--- src/rtl/cfgch_pkg.sv ---
package cfgch_pkg;
  localparam int unsigned DW = 32;
  localparam int unsigned MAX_OSC = 8;

  localparam logic [11:0] OFS_RTN  = 12'h0A0;
  localparam logic [11:0] OFS_OUT  = 12'h0A4;
  localparam logic [11:0] OFS_CTRL = 12'h0A8;
  localparam logic [11:0] OFS_STAT = 12'h0AC;

  localparam int unsigned DEV_LSB = 0;
  localparam int unsigned DEV_W   = 12;
  localparam int unsigned FN_LSB  = 20;
  localparam int unsigned FN_W    = 6;
  localparam int unsigned WR_BIT  = 30;
  localparam int unsigned GO_BIT  = 31;

  localparam logic [DW-1:0]   CTRL_KEEP = 32'h43F0_0FFF;
  localparam logic [DW-1:0]   CTRL_RST  = 32'h0010_0000;
  localparam logic [FN_W-1:0] FN_OSC    = 6'd1;

  typedef struct packed {
    logic slot_we;
    logic rtn_we;
    logic done;
    logic err;
  } xact_t;
endpackage

--- src/rtl/cfgch_engine.sv ---
module cfgch_engine
  import cfgch_pkg::*;
#(
  parameter int unsigned NUM_OSC = 4,
  localparam int unsigned IW = (NUM_OSC > 1) ? $clog2(NUM_OSC) : 1
) (
  input  logic          go_i,
  input  logic [DW-1:0] ctrl_i,
  output xact_t         xact_o,
  output logic [IW-1:0] idx_o
);
  logic [DEV_W-1:0] dev;
  logic [FN_W-1:0]  fn;
  logic             ok;

  assign dev = ctrl_i[DEV_LSB +: DEV_W];
  assign fn  = ctrl_i[FN_LSB +: FN_W];
  assign ok  = (fn == FN_OSC) && (32'(dev) < NUM_OSC);

  always_comb begin
    xact_o.done    = go_i;
    xact_o.err     = go_i & ~ok;
    xact_o.slot_we = go_i & ok & ctrl_i[WR_BIT];
    xact_o.rtn_we  = go_i & ok & ~ctrl_i[WR_BIT];
  end

  assign idx_o = dev[IW-1:0];
endmodule

--- src/rtl/cfgch_slots.sv ---
module cfgch_slots
  import cfgch_pkg::*;
#(
  parameter int unsigned NUM_OSC = 4,
  parameter logic [MAX_OSC*DW-1:0] OSC_RESET = '0,
  localparam int unsigned IW = (NUM_OSC > 1) ? $clog2(NUM_OSC) : 1
) (
  input  logic                  clk_i,
  input  logic                  rst_ni,
  input  logic                  we_i,
  input  logic [IW-1:0]         idx_i,
  input  logic [DW-1:0]         wdata_i,
  output logic [DW-1:0]         rd_o,
  output logic [NUM_OSC*DW-1:0] osc_o
);
  logic [NUM_OSC-1:0][DW-1:0] slot_q;

  for (genvar i = 0; i < NUM_OSC; i++) begin : g_slot
    always_ff @(posedge clk_i or negedge rst_ni) begin
      if (!rst_ni)                          slot_q[i] <= OSC_RESET[i*DW +: DW];
      else if (we_i && idx_i == IW'(i))     slot_q[i] <= wdata_i;
    end
  end

  always_comb begin
    rd_o = '0;
    for (int i = 0; i < NUM_OSC; i++) begin
      if (idx_i == IW'(i)) rd_o = slot_q[i];
    end
  end

  assign osc_o = slot_q;
endmodule

--- src/rtl/cfgch_regs.sv ---
module cfgch_regs
  import cfgch_pkg::*;
#(
  parameter int unsigned AW = 12
) (
  input  logic          clk_i,
  input  logic          rst_ni,
  input  logic          req_i,
  input  logic          we_i,
  input  logic [AW-1:0] addr_i,
  input  logic [DW-1:0] wdata_i,
  input  xact_t         xact_i,
  input  logic [DW-1:0] slot_rd_i,
  output logic          go_o,
  output logic [DW-1:0] ctrl_o,
  output logic [DW-1:0] out_o,
  output logic [1:0]    stat_o,
  output logic [DW-1:0] rtn_o,
  output logic [DW-1:0] rdata_o
);
  logic ctrl_wr, out_wr;

  assign ctrl_wr = req_i & we_i & (addr_i == AW'(OFS_CTRL));
  assign out_wr  = req_i & we_i & (addr_i == AW'(OFS_OUT));

  always_ff @(posedge clk_i or negedge rst_ni) begin
    if (!rst_ni) begin
      ctrl_o <= CTRL_RST;
      out_o  <= '0;
      stat_o <= '0;
      rtn_o  <= '0;
      go_o   <= 1'b0;
    end else begin
      go_o <= ctrl_wr & wdata_i[GO_BIT];
      if (ctrl_wr) ctrl_o <= wdata_i & CTRL_KEEP;
      if (out_wr)  out_o  <= wdata_i;
      // a new control word wins over a completing transaction
      if (ctrl_wr)          stat_o <= '0;
      else if (xact_i.done) stat_o <= {xact_i.err, 1'b1};
      if (xact_i.rtn_we) rtn_o <= slot_rd_i;
    end
  end

  always_comb begin
    rdata_o = '0;
    if (req_i && !we_i) begin
      unique case (addr_i)
        AW'(OFS_RTN):  rdata_o = rtn_o;
        AW'(OFS_OUT):  rdata_o = out_o;
        AW'(OFS_CTRL): rdata_o = ctrl_o;
        AW'(OFS_STAT): rdata_o = {30'b0, stat_o};
        default:       rdata_o = '0;
      endcase
    end
  end
endmodule

--- src/rtl/cfgch_top.sv ---
module cfgch_top
  import cfgch_pkg::*;
#(
  parameter int unsigned AW = 12,
  parameter int unsigned NUM_OSC = 4,
  parameter logic [MAX_OSC*DW-1:0] OSC_RESET = '0,
  localparam int unsigned IW = (NUM_OSC > 1) ? $clog2(NUM_OSC) : 1
) (
  input  logic                  clk_i,
  input  logic                  rst_ni,
  input  logic                  req_i,
  input  logic                  we_i,
  input  logic [AW-1:0]         addr_i,
  input  logic [31:0]           wdata_i,
  output logic [31:0]           rdata_o,
  output logic [NUM_OSC*32-1:0] osc_o
);
  logic          go_q;
  logic [DW-1:0] ctrl_q, out_q, rtn_q, slot_rd;
  logic [1:0]    stat_q;
  logic [IW-1:0] idx;
  xact_t         xact;

  cfgch_regs #(.AW(AW)) i_regs (
    .clk_i, .rst_ni, .req_i, .we_i, .addr_i, .wdata_i,
    .xact_i(xact), .slot_rd_i(slot_rd),
    .go_o(go_q), .ctrl_o(ctrl_q), .out_o(out_q), .stat_o(stat_q),
    .rtn_o(rtn_q), .rdata_o
  );

  cfgch_engine #(.NUM_OSC(NUM_OSC)) i_engine (
    .go_i(go_q), .ctrl_i(ctrl_q), .xact_o(xact), .idx_o(idx)
  );

  cfgch_slots #(.NUM_OSC(NUM_OSC), .OSC_RESET(OSC_RESET)) i_slots (
    .clk_i, .rst_ni, .we_i(xact.slot_we), .idx_i(idx), .wdata_i(out_q),
    .rd_o(slot_rd), .osc_o
  );
endmodule

--- config.mk ---
export PLATFORM = sky130hd
export DESIGN_NAME = cfgch_top
export DESIGN_NICKNAME = d
export VERILOG_FILES = /design/src/rtl/cfgch_pkg.sv /design/src/rtl/cfgch_engine.sv /design/src/rtl/cfgch_slots.sv /design/src/rtl/cfgch_regs.sv /design/src/rtl/cfgch_top.sv
export SDC_FILE = /design/constraint.sdc
export NUM_CORES = 1
export LEC_CHECK = 0
export BUFFER_PORTS_ARGS = -buffer_cell sky130_fd_sc_hd__buf_2
export CAP_MARGIN = 20
export CORE_ASPECT_RATIO = 2
export CORE_MARGIN = 5
export CORE_UTILIZATION = 54
export CTS_CLUSTER_DIAMETER = 40
export DETAILED_ROUTE_END_ITERATION = 12
export GPL_ROUTABILITY_DRIVEN = 0
export PLACE_DENSITY = 0.82
export SLEW_MARGIN = 20
export SYNTH_ARGS = -nofsm -noshare
export SYNTH_HDL_FRONTEND = slang
export SYNTH_SLANG_ARGS = --single-unit
--- constraint.sdc ---
create_clock -name clk_i -period 2.8 [get_ports clk_i]
set_input_delay 0.56 -clock clk_i [delete_from_list [all_inputs] [get_ports clk_i]]
set_output_delay 0.56 -clock clk_i [all_outputs]
set_load 0.05 [all_outputs]
# ---- Word level (Yosys, flattened, before mapping)
# Index checks and enable logic that the tools add are counted.
dict set report word_totals {
  input_bits 48
  latch_bits 0
  memories 0
  rom_bits 0
  ff_bits 214
  word_cells 45
  out_inout_bits 160
  ramBits 0
}
dict set report op_classes {
  n_eq_ne 8
  n_bitwise 10
  n_shift 0
  addsub 0
  div_mod_pow 0
  reduce_logical 9
  n_mux 8
  magnitude_cmp 1
  multipliers 0
}
# cell n
set op_table {}
lappend op_table {{$mux 32} 5}
lappend op_table {{$pmux 32 s4} 1}
lappend op_table {{$eq 12x8->1 const B} 4}
lappend op_table {{$lt 12x3->1 const B} 1}
lappend op_table {{$and 1x1->1} 8}
lappend op_table {{$eq 6x1->1 const B} 1}
lappend op_table {{$logic_and 1x1->1} 6}
lappend op_table {{$eq 2x2->1 const B} 2}
lappend op_table {{$mux 2} 2}
lappend op_table {{$eq 2x1->1 const B} 1}
lappend op_table {{$logic_not 2->1} 1}
lappend op_table {{$not 1->1} 2}
lappend op_table {{$reduce_bool 2->1} 1}
lappend op_table {{$logic_not 1->1} 1}

# ---- Depth between registers and ports, before layout
dict set report logic_depth {
  ltp_word 6
  ltp_mapped 6
  depth_no_buf 4
}

# ---- Hierarchy
# Synthesis repeated with hierarchy kept, for this count alone.
dict set report unflattened {
  hier_cells 628
  area_unflattened_um2 9839.4
}
# module n_inst area_per_inst_um2 cells_per_inst seq_area_each_um2
set modules_own_cells {}
lappend modules_own_cells {cfgch_slots 1 5544.1 312 3203.1}
lappend modules_own_cells {cfgch_regs 1 4187.8 304 2153.3}
lappend modules_own_cells {cfgch_engine 1 107.6 12 0.0}

# ---- Least setup slack after synthesis
# OpenSTA, ideal clock, no wires.
dict set report synth_timing {
  path_kind {input-to-output}
  from {input addr_i[9]}
  to {output rdata_o[20]}
  required_time_ns 2.240
  arrival_time_ns 2.463
  n_path_buf 1
  path_stages 5
  setup_slack_ns -0.223
  path_cell_list {or4_4 -> nor2_4 -> nand4b_1 -> clkbuf_1 -> o2bb2ai_1}
}
dict set report synth_via {
  elab_chain_cells 3
  elab_cells_between_ends 6
  cone_classes {eq/ne (4); mux (2)}
}
# element line
set synth_rtl {}
lappend synth_rtl {{start, declared} cfgch_top.sv:13} ;# input logic [AW-1:0] addr_i,
lappend synth_rtl {{$eq 12x8->1} cfgch_regs.sv:47} ;# unique case (addr_i)
lappend synth_rtl {{$pmux 32 s4 *} cfgch_regs.sv:47}
lappend synth_rtl {{$mux 32 *} cfgch_regs.sv:46} ;# if (req_i && !we_i) begin
lappend synth_rtl {{end, declared} cfgch_top.sv:15} ;# output logic [31:0] rdata_o,
# Every way passes the cells marked *; elsewhere a longest branch is shown, timed or not.

# ---- Worst setup path after layout
# Same ends and word-level chain as after synthesis.

==> out/qor.tcl <==
set qor(run_status) {finished with violations}
set qor(violations) {negative setup slack}
set qor(critPathMaxFanout) 11
set qor(share_of_post_route_cells_with_drive_strength_above_1_pct) 60.8
set qor(relSlewSlack_pct) 58.3
set qor(setup-tns-final_ns) -0.183
set qor(ys_warn_count) 0
set qor(seq_power_share_pct) 50.4
set qor(finalInstanceArea_sq_um) 11800
set qor(final-hold-violation-count) 0
set qor(postRouteWirelength_um) 27400
set qor(final.fill_count) 1221
set qor(antenna_found_initial) 2
set qor(rr_endpoint) {i_regs.rtn_o[12]$_DFFE_PN0P_}
set qor(placeableCoreArea_sq_um) 17300
set qor(synth_xor_area_share_pct) 0
set qor(end_kind) {output pin}
set qor(initial_utilization_pct) 54.6
set qor(comb_power_share_pct) 2.3
set qor(worst_ep_arrival_time_ns) 2.29
set qor(number_of_clock_sinks) 214
set qor(cts_made_buffers) 21
set qor(finalClockSkew_ns) 0.0119
set qor(ir_drop_mv) 0.537
set qor(syn-mean-instance-area_sq_um) 15.9
set qor(synth_cells) 593
set qor(grt_pass1_vias) 7253
set qor(netSwitchingPower_w) 0.00127
set qor(std_cell_rows) 68
set qor(finalCoreUtilization_pct) 68.3
set qor(power.density_cell_area_nw_per_um2) 521
set qor(layout_min_cycle_time_ns) 2.85
set qor(dr.pass1.iters) 4
set qor(hpwl_um) 19000
set qor(yosys-mux-area-fraction_pct) 33.3
set qor(grt_start_max_net_pins) 78
set qor(simple_gate_share_of_the_synthesized_area_pct) 3.61
set qor(nets) 871
set qor(clock_insertion_delay_worst_skew_ns) 0.49
set qor(worstMarginPinSlew_ns) 0.625
set qor(finalNonFillerCells) 1046
set qor(timing_max_transition_violations_final) 0
set qor(category_of_the_critical_setup_timing_path) {in -> out}
set qor(post-route-period-util_pct) 102
set qor(total_power_w) 0.00614
set qor(layout_common_cells) {dfrtp_1, buf_2, mux2_2}
set qor(avgViaCountPerCell) 6.09
set qor(floorplan.io_pins) 208
set qor(tritoncts) {done}
set qor(synth.yosys.seq_area_share_pct) 56.8
set qor(r2r_cells) 5
set qor(areaGrowthSynthToFinish_pct) 25.0
set qor(cell_types_occupying_the_most_area_after_synthesis) {dfrtp_1, mux2_2, mux4_2}
set qor(power.internal_w) 0.00487
set qor(cp-endpoint) {rdata_o[20]}
set qor(timing.critical_path.from_type) {primary input}
set qor(combinational_family_with_the_most_area_after_synthesis) {multiplexers}
set qor(req_time_crit_path_ns) 2.24
set qor(drt_iter0_markers) 200
set qor(globalRoute.totalOverflow) 0
set qor(cts_root_buffer) {clkbuf_16}
set qor(detail_route.wl_per_cell_um) 26.2
set qor(synth-adder-area-share_pct) 0
set qor(rsz0062_at_grt) {yes}
set qor(drt.antenna.violating_nets) 0
set qor(routed-via-count) 6371
set qor(finalSetupViolCount) 15
set qor(synth.ff_latch_count) 214
set qor(hold_path_class) {in -> async}
set qor(r2r_setup_slack_ns) 0.44
set qor(syn-cell-area_sq_um) 9430
set qor(ctsLongestPathBuffers) 3
set qor(leakagePower_nw) 6.22
set qor(fmaxAchievable_mhz) 351
set qor(standard_cell_area_after_detailed_placement_sq_um) 10900
set qor(power.switching_fraction_pct) 20.7
set qor(first_pass_grt_wire_length_um) 41800
set qor(portBuffers) 207
set qor(drc) 0
set qor(height_of_the_chip_um) 197
set qor(mostFrequentLayoutCell) {dfrtp_1}
set qor(die_width_um) 103
set qor(netlist.top_cell.by_area) {dfrtp_1}
set qor(synth_compound_area_share_pct) 4.17
set qor(number_of_unique_standard_cell_types_used_by_synthesis) 36
set qor(clkSlewWorstSetupHoldPaths_ns) 0.07
set qor(design.die.area_sq_um) 20400
set qor(startpoint_of_the_worst_slack_reg_to_reg_timing_path) {i_regs.ctrl_o[20]$_DFFE_PN1N_}
set qor(dp_cells) 1007
set qor(critical_path.startpoint) {addr_i[9]}
set qor(max_cap_viol_count) 0
set qor(gr-usage-all-layers_pct) 27.1
set qor(final_critical_path_setup_slack_ns) -0.0474
set qor(cts-htree-levels) 1
set qor(syn_nets) 641
set qor(p_clk_share_pct) 47.3
set qor(synth.top_cell.area_share_pct) 56.5
## layout make-up
class                   count  area [sq um]  area share [%]
diodes                      1          2.50          0.0212
clock buffers              26           574            4.87
clock inverters             9           130            1.10
inverters                   1          3.75          0.0318
multi-input cells         341          3940            33.4
flip-flops and latches    214          5360            45.5
well taps                 210           263            2.23
repair buffers            244          1520            12.9
## state kept, by name (all words and copies together), names as in the netlist
| signal | cells |
|---|---|
| i_regs.ctrl_o | 19 |
| i_slots.osc_o | 128 |
| i_regs.out_o | 32 |
| i_regs.stat_o | 2 |
| i_regs.go_o | 1 |
| i_regs.rtn_o | 32 |
## worst min path at each step
stage                           startpoint                        endpoint  slack (ns)  cells past startpoint
2_1_floorplan                       rst_ni    i_regs.ctrl_o[0]$_DFFE_PN0N_        0.26                      0
3_3_place_gp   i_regs.rtn_o[7]$_DFFE_PN0P_     i_regs.rtn_o[7]$_DFFE_PN0P_        0.49                      1
3_5_place_dp   i_regs.rtn_o[0]$_DFFE_PN0P_     i_regs.rtn_o[0]$_DFFE_PN0P_        0.50                      1
4_1_cts                             rst_ni  i_slots.osc_o[121]$_DFFE_PN0P_        0.10                      1
5_1_grt                             rst_ni  i_slots.osc_o[121]$_DFFE_PN0P_        0.12                      1
6_report                            rst_ni  i_slots.osc_o[121]$_DFFE_PN0P_        0.08                      1
## metrics by stage
stage          hold slack (ns)  setup slack (ns)
2_1_floorplan            0.264            -0.223
3_3_place_gp             0.493          -0.00912
3_5_place_dp             0.496           -0.0583
4_1_cts                  0.101           -0.0305
5_1_grt                  0.120           -0.0780
6_report                0.0807           -0.0474
## cell usage after synthesis
library cell / count
buf_6: 3
nor4_1: 2
mux2_2: 171
buf_2: 23
buf_1: 1
nor3_1: 1
nor4b_1: 2
inv_1: 1
or4_4: 1
and2_1: 2
nor2_4: 1
nand2_1: 1
o21a_1: 1
a22oi_1: 30
and4b_1: 1
mux2_1: 40
nand4_1: 4
dfstp_2: 1
nand4_2: 1
dfrtp_1: 213
nor3b_1: 1
o2bb2ai_1: 17
nor3_2: 1
nand3_1: 1
mux4_2: 34
nor2b_1: 4
buf_4: 2
nand4_4: 1
nor3b_2: 1
nor2_1: 17
nand4b_1: 1
nand4bb_1: 1
and3_1: 1
clkbuf_1: 8
nor4b_4: 2
o221a_2: 1
## timing repair
item                                   in CTS  in global routing
gates resized for setup                    13                 34
cloned                                      0                  1
hold buffers                                0                  0
pin swaps                                   1                  1
setup endpoints to repair                  11                 27
setup buffers                               0                  2
endpoints found under the hold margin       0                  0
## cells by family (layout without fill, tap and decap cells)
kind of cell / count (synthesis) / count (layout)
AOI/OAI and AO/OA: 49 / 49
buffers and inverters: 38 / 280
DFF: 214 / 214
muxes: 245 / 245
other: 0 / 1
and+or+nand+nor: 47 / 47
## power by group through the flow
stage | combinational [W] | sequential [W] | clock [W]
floorplan | 0.0000154 | 0.00315 | 0
global placement | 0.000133 | 0.00315 | 0
detailed placement | 0.000138 | 0.00315 | 0
CTS | 0.000139 | 0.00310 | 0.00295
global route | 0.000155 | 0.00309 | 0.00306
finish | 0.000138 | 0.00310 | 0.00291
## worst max-delay path: stages
cell and delay (ns):
buf_2 0.09, or4_4 0.60, nor2_4 0.13, nand4b_1 0.13
buf_4 0.19, buf_12 0.16, o2bb2ai_1 0.18, buf_4 0.23
## per-layer routing
metal | wire, um | vias up | GRT usage (%) | part of all wire, %
met5 | 0 | - | 0 | 0
met1 | 9160 | 3352 | 30.0 | 33
li1 | - | 2705 | - | -
met3 | 1340 | 79 | 3.86 | 4.9
met2 | 15500 | 235 | 49.8 | 57
met4 | 1370 | 0 | 12.3 | 5.0
Note: power is estimated with default switching activity, not from simulation.
